<file path="src/rtl/bank_cfg_pkg.sv">
package bank_cfg_pkg;
  localparam int DW      = 8;
  localparam int KEY_LEN = 6;
  localparam int STEP_W  = 3;

  typedef logic [STEP_W-1:0] step_t;

  localparam step_t STEP_IDLE = step_t'(0);
  localparam step_t STEP_LAST = step_t'(KEY_LEN - 1);
  localparam step_t STEP_CMD  = step_t'(KEY_LEN);
  localparam step_t STEP_ARG  = step_t'(KEY_LEN + 1);

  function automatic logic [DW-1:0] key_byte(input int idx);
    case (idx)
      0:       key_byte = 8'hFF;
      1:       key_byte = 8'h00;
      2:       key_byte = 8'h55;
      3:       key_byte = 8'hAA;
      4:       key_byte = 8'hC1;
      default: key_byte = 8'hAD;
    endcase
  endfunction
endpackage

</file>
<file path="src/rtl/unlock_seq.sv">
module unlock_seq
  import bank_cfg_pkg::*;
#(
  parameter int TIMEOUT = 65536
) (
  input  logic          clk,
  input  logic          rst,
  input  logic          wr_en,
  input  logic [DW-1:0] wr_data,
  output step_t         step_q,
  output logic [DW-1:0] cmd_q,
  output logic          fire
);
  localparam int CW = (TIMEOUT > 2) ? $clog2(TIMEOUT) : 1;
  localparam logic [CW-1:0] CNT_LAST = CW'(TIMEOUT - 1);
  localparam int HW = 1 << STEP_W;

  logic [HW-1:0] hit;
  logic [CW-1:0] idle_cnt;
  step_t         step_nxt;

  for (genvar g = 0; g < HW; g++) begin : g_key
    if (g < KEY_LEN) begin : g_cmp
      assign hit[g] = (wr_data == key_byte(g));
    end else begin : g_none
      assign hit[g] = 1'b0;
    end
  end

  assign fire = wr_en && (step_q == STEP_ARG);

  always_comb begin
    step_nxt = STEP_IDLE;
    if (step_q == STEP_CMD) begin
      step_nxt = STEP_ARG;
    end else if (step_q == STEP_ARG) begin
      step_nxt = STEP_IDLE;
    end else if (hit[step_q]) begin
      step_nxt = step_t'(step_q + step_t'(1));
    end else if (wr_data == key_byte(0)) begin
      step_nxt = step_t'(1);
    end
  end

  always_ff @(posedge clk) begin
    if (rst) begin
      step_q   <= STEP_IDLE;
      cmd_q    <= '0;
      idle_cnt <= '0;
    end else if (wr_en) begin
      step_q   <= step_nxt;
      idle_cnt <= '0;
      if (step_q == STEP_CMD) cmd_q <= wr_data;
    end else begin
      if (idle_cnt == CNT_LAST) step_q <= STEP_IDLE;
      else idle_cnt <= idle_cnt + 1'b1;
    end
  end
endmodule

</file>
<file path="src/rtl/cfg_regs.sv">
module cfg_regs
  import bank_cfg_pkg::*;
#(
  parameter logic [DW-1:0] CMD_MASK = 8'hE0,
  parameter logic [DW-1:0] CMD_LED  = 8'hE2,
  parameter logic [DW-1:0] CMD_TOP  = 8'hFF
) (
  input  logic          clk,
  input  logic          rst,
  input  logic          wr_en,
  input  logic [DW-1:0] wr_data,
  input  logic          aux_en,
  input  logic          fire,
  input  logic [DW-1:0] cmd,
  output logic [DW-1:0] bank_q,
  output logic [DW-1:0] mask_q,
  output logic          led_q,
  output logic [DW-1:0] out_q
);
  logic [DW-1:0] bank_nxt, mask_nxt;
  logic          led_nxt;

  always_comb begin
    bank_nxt = bank_q;
    mask_nxt = mask_q;
    led_nxt  = led_q;
    if (wr_en) begin
      bank_nxt = wr_data;
      if (fire) begin
        case (cmd)
          CMD_MASK: mask_nxt = wr_data;
          CMD_LED:  led_nxt  = wr_data[0];
          CMD_TOP:  bank_nxt = '1;
          default:  ;
        endcase
      end
    end
  end

  always_ff @(posedge clk) begin
    if (rst) begin
      bank_q <= '0;
      mask_q <= '1;
      led_q  <= 1'b1;
      out_q  <= '0;
    end else begin
      bank_q <= bank_nxt;
      mask_q <= mask_nxt;
      led_q  <= led_nxt;
      out_q  <= aux_en ? (bank_nxt & mask_nxt) : '0;
    end
  end
endmodule

</file>
<file path="src/rtl/bank_cfg_reg.sv">
module bank_cfg_reg
  import bank_cfg_pkg::*;
#(
  parameter int            TIMEOUT  = 65536,
  parameter logic [DW-1:0] CMD_MASK = 8'hE0,
  parameter logic [DW-1:0] CMD_LED  = 8'hE2,
  parameter logic [DW-1:0] CMD_TOP  = 8'hFF
) (
  input  logic          clk,
  input  logic          rst,
  input  logic          wr_en,
  input  logic [DW-1:0] wr_data,
  input  logic          aux_en,
  output logic [DW-1:0] bank_out,
  output logic          led_on
);
  step_t         seq_step;
  logic [DW-1:0] seq_cmd;
  logic          seq_fire;
  logic [DW-1:0] bank_reg;
  logic [DW-1:0] mask_reg;

  unlock_seq #(.TIMEOUT(TIMEOUT)) u_seq (
    .clk     (clk),
    .rst     (rst),
    .wr_en   (wr_en),
    .wr_data (wr_data),
    .step_q  (seq_step),
    .cmd_q   (seq_cmd),
    .fire    (seq_fire)
  );

  cfg_regs #(
    .CMD_MASK (CMD_MASK),
    .CMD_LED  (CMD_LED),
    .CMD_TOP  (CMD_TOP)
  ) u_regs (
    .clk     (clk),
    .rst     (rst),
    .wr_en   (wr_en),
    .wr_data (wr_data),
    .aux_en  (aux_en),
    .fire    (seq_fire),
    .cmd     (seq_cmd),
    .bank_q  (bank_reg),
    .mask_q  (mask_reg),
    .led_q   (led_on),
    .out_q   (bank_out)
  );
endmodule

</file>
<file path="config.mk">
export PLATFORM = sky130hd
export DESIGN_NAME = bank_cfg_reg
export DESIGN_NICKNAME = d
export VERILOG_FILES = /design/src/rtl/bank_cfg_pkg.sv /design/src/rtl/unlock_seq.sv /design/src/rtl/cfg_regs.sv /design/src/rtl/bank_cfg_reg.sv
export SDC_FILE = /design/constraint.sdc
export NUM_CORES = 1
export LEC_CHECK = 0
export ABC_AREA = 1
export ABC_CLOCK_PERIOD_IN_PS = 5200
export BUFFER_PORTS_ARGS = -buffer_cell sky130_fd_sc_hd__buf_2
export CAP_MARGIN = 5
export CORE_MARGIN = 1.5
export CORE_UTILIZATION = 40
export CTS_CLUSTER_DIAMETER = 100
export DETAILED_ROUTE_END_ITERATION = 10
export GPL_TIMING_DRIVEN = 0
export HOLD_SLACK_MARGIN = 0.03
export SLEW_MARGIN = 20
export SYNTH_ARGS = -nofsm -noshare
export SYNTH_HDL_FRONTEND = slang
export SYNTH_SLANG_ARGS = --single-unit
</file>
<file path="constraint.sdc">
create_clock -name clk -period 5.2 [get_ports clk]
set_clock_uncertainty 0.15 [all_clocks]
set_input_delay 0.26 -clock clk [delete_from_list [all_inputs] [get_ports clk]]
set_output_delay 0.26 -clock clk [all_outputs]
set_load 0.005 [all_outputs]
</file>
==> results.md <==
- Highest clock rate: 472 MHz
- Clock sinks: 52
- Slew of the pin with the lowest slew margin: 0.582 ns
- Total GRT Usage: 0.181
- Switching Fraction: 0.229
- M2 GR Usage: 0.275
- Post-CTS Hold Buffers: 1
- CTS root buf: clkbuf_8
- CP dominant cell by count: ha_1
- Initial drt markers: 126
- Synth top area share: 0.444
- Crit-path leading delay family: simple AND/OR/NAND/NOR gates
- Period utilization: 0.407
- Worst R2R Start: u_seq.step_q[0]
- Post-CTS Resized: 0
- Status: complete, no violations
- PortBufs: 20
- Total Wirelength: 5220 um
- Critical-path cell list: ha_1 -> ha_1 -> nand4_1 -> nor4_4 -> o22ai_1 -> nor3_1
- Final Hold Vio Count: 0
- DRT Pass-1 Iters: 4
- Crit Path Max Fanout: 8
- Crit path required time: 5.28 ns
- Post-synth EDFFs: 0
- DRT antenna net count: 0
- Share of cells above drive strength 1: 0.132
- First-pass GRT wire length: 8860 um
- Cell taking the most area after synthesis: dfxtp_1
- CP Depth: 6
- Sequential share of the synthesized area: 0.444
- VDD IR max: 112 uV
- Crit path buf inv count: 0
- Fin Setup TNS: 0 ns
- Power per Cell Area: 275 nW/um^2
- RSZ-0062 raised after global routing: no
- WL per Instance: 12.7 um
- Worst skew pair latency: between 0.3 and 0.4 ns
- Initial antenna violation count: 0
- Most frequent cell after synthesis: nand2_1
- Worst path max stage delay: roughly 0.55 ns
- Pin count of the biggest net entering global routing: 17
- Pleak: 1.15 nW
- GP Congestion: 0.882
- Netlist Area Pre-Place: 2340 um^2
- Critical path class: reg2reg
- Core area: 5570 um^2
- Slew margin rel.: 0.609
- Number of global-route vias before repair: ~1900
- Gate Count Post-Synth: 311
- CP Launch Type: register
- NumNets Final: about 360
- Final HPWL DP: 3830 um
- CP startpoint: u_seq.step_q[0]
- Syn_area_per_cell: 7.54 um^2
- Main synth FF type: dfxtp_1
- Pint: 0.000563 W
- Cell variety after synth: 33
- Final Max Tran Viols: 0
- Detailed-route via count: 2066
- RR Endpoint: u_regs.out_q[6]
- Setup bufs post-CTS: 0
- Commonest cells in the synthesized netlist: nand2_1, dfxtp_1, nor2_1
- Grt ovf: 0
- I/O pins: 21
- H-tree levels: 2
- Met1 Use GR: 0.255
- Reg clk slew, reported paths: approximately 0.09 ns
- Comb pwr share: 0.062
- Clock buffer depth: 2
- CTS tree: yes
- Vias per cell: 5.01
- Async SR Flop Fraction: 0
- Antenna cell count: 0
- DRC viols: 0
- Worst hold slack: 0.147 ns
- Area grow syn2layout: 13.3%
- R2r setup slk: around 3.1 ns
- Worst Setup EP: u_regs.out_q[6]
- Min Tclk post-route: 2.12 ns
- Yosys reg bits: 52
- CTS buffer count: 5
- Die W: 79.6 um
- Die Y: 79.6 um
- Clk pwr share: 0.379
- Row count: 27
- Largest cells by area after synthesis: dfxtp_1, nand2_1, nor2_1
- R2R depth: 6
- Initial core utilization: 0.421
- Met3 Usage GRT: 0.0389
- Busiest grt layer: met2
- Sequential share of power: 0.559
- HP Class: in2reg
- Syn Nets: roughly 330
- Highest-delay cell along the critical path: nor4_4
- Crit. End Element: register
- Fillers: between 500 and 600
- P_sw: 0.000167 W
- # setup viols final: 0
- Die area: approximately 6300 um^2
- Max_cap viols: 0
- Critical path arrival: 2.20 ns
- Yosys warning count: 0
==> per-layer routing <==
| metal | vias up | part of all wire |
|---|---|---|
| met2 | 34 | 0.44 |
| met3 | 7 | 0.039 |
| met4 | 0 | 0.011 |
| li1 | 1075 | - |
| met1 | 950 | 0.51 |
| met5 | - | 0 |
==> worst min path at each step <==
| stage | start | to | slack [ns] | cells past startpoint |
|---|---|---|---|---|
| after floorplan | rst | u_seq.step_q[0] | 0.18 | 1 |
| after global placement | u_regs.mask_q[2] | u_regs.mask_q[2] | 0.28 | 2 |
| after detailed placement | u_regs.mask_q[2] | u_regs.mask_q[2] | 0.29 | 2 |
| after CTS | wr_data[7] | u_seq.cmd_q[7] | 0.14 | 3 |
| after global routing | wr_data[6] | u_seq.cmd_q[6] | 0.18 | 3 |
| final | wr_data[6] | u_seq.cmd_q[6] | 0.15 | 3 |
==> cells in the final DEF (no fill, tap or decap), drive strengths merged, types with 6 or more instances in the layout <==
cell type and n:
nand2 55, o22ai 8, nor2 45, a21oi 25, clkbuf 10, nand4 7
nand3 23, buf 22, inv 37, o21ai 14, dfxtp 52, nor3 12
xor2 6
==> final cells by class <==
| cell class | instances | area [um^2] | area share |
|---|---|---|---|
| multi-input cells | 214 | 1130 | 0.425 |
| flip-flops and latches | 52 | 1040 | 0.392 |
| inverters | 38 | 143 | 0.0537 |
| repair buffers | 21 | 110 | 0.0415 |
| well taps | 72 | 90.1 | 0.0339 |
| clock buffers | 5 | 68.8 | 0.0259 |
| clock inverters | 3 | 42.5 | 0.0160 |
| plain buffers | 7 | 31.3 | 0.0118 |
==> power groups by stage <==
stage                     combinational [W]  clock [W]  sequential [W]
final                             0.0000453   0.000277        0.000408
after global routing              0.0000511   0.000302        0.000409
after CTS                         0.0000454   0.000287        0.000408
after detailed placement          0.0000446          0        0.000418
after global placement            0.0000445          0        0.000417
after floorplan                   0.0000253          0        0.000418
==> worst min-delay path, delay by kind of cell <==
kind                   cells  cell delay (ns)
buffers and inverters      1             0.11
AOI/OAI and AO/OA          2             0.20
==> state kept, by name, indices dropped and copies added (netlist names) <==
name            count
u_seq.cmd_q         8
u_regs.led_q        1
u_regs.bank_q       8
u_regs.mask_q       8
u_seq.idle_cnt     16
u_seq.step_q        3
u_regs.out_q        8
==> stage by stage <==
| stage | util | total power [W] | cells | instance area, um^2 | setup slack [ns] |
|---|---|---|---|---|---|
| 2_1_floorplan | - | 0.000443 | 311 | 2340 | 3.48 |
| 3_3_place_gp | 0.455 | 0.000462 | 403 | 2530 | 3.15 |
| 3_5_place_dp | 0.455 | 0.000462 | 403 | 2530 | 3.10 |
| 4_1_cts | 0.477 | 0.000740 | 412 | 2660 | 3.07 |
| 5_1_grt | 0.477 | 0.000762 | 412 | 2660 | 2.90 |
| 6_report | 0.477 | 0.000731 | 412 | 2660 | 3.08 |
==> kinds of logic after synthesis <==
group           count (synthesis)  share of synthesized area
xor+xnor                       11                     0.0411
flops                          52                      0.444
buf+inv                        45                     0.0742
fa+ha+maj                       4                     0.0213
simple gates                  146                      0.295
compound gates                 53                      0.125
(Power assumes the default switching activity.)
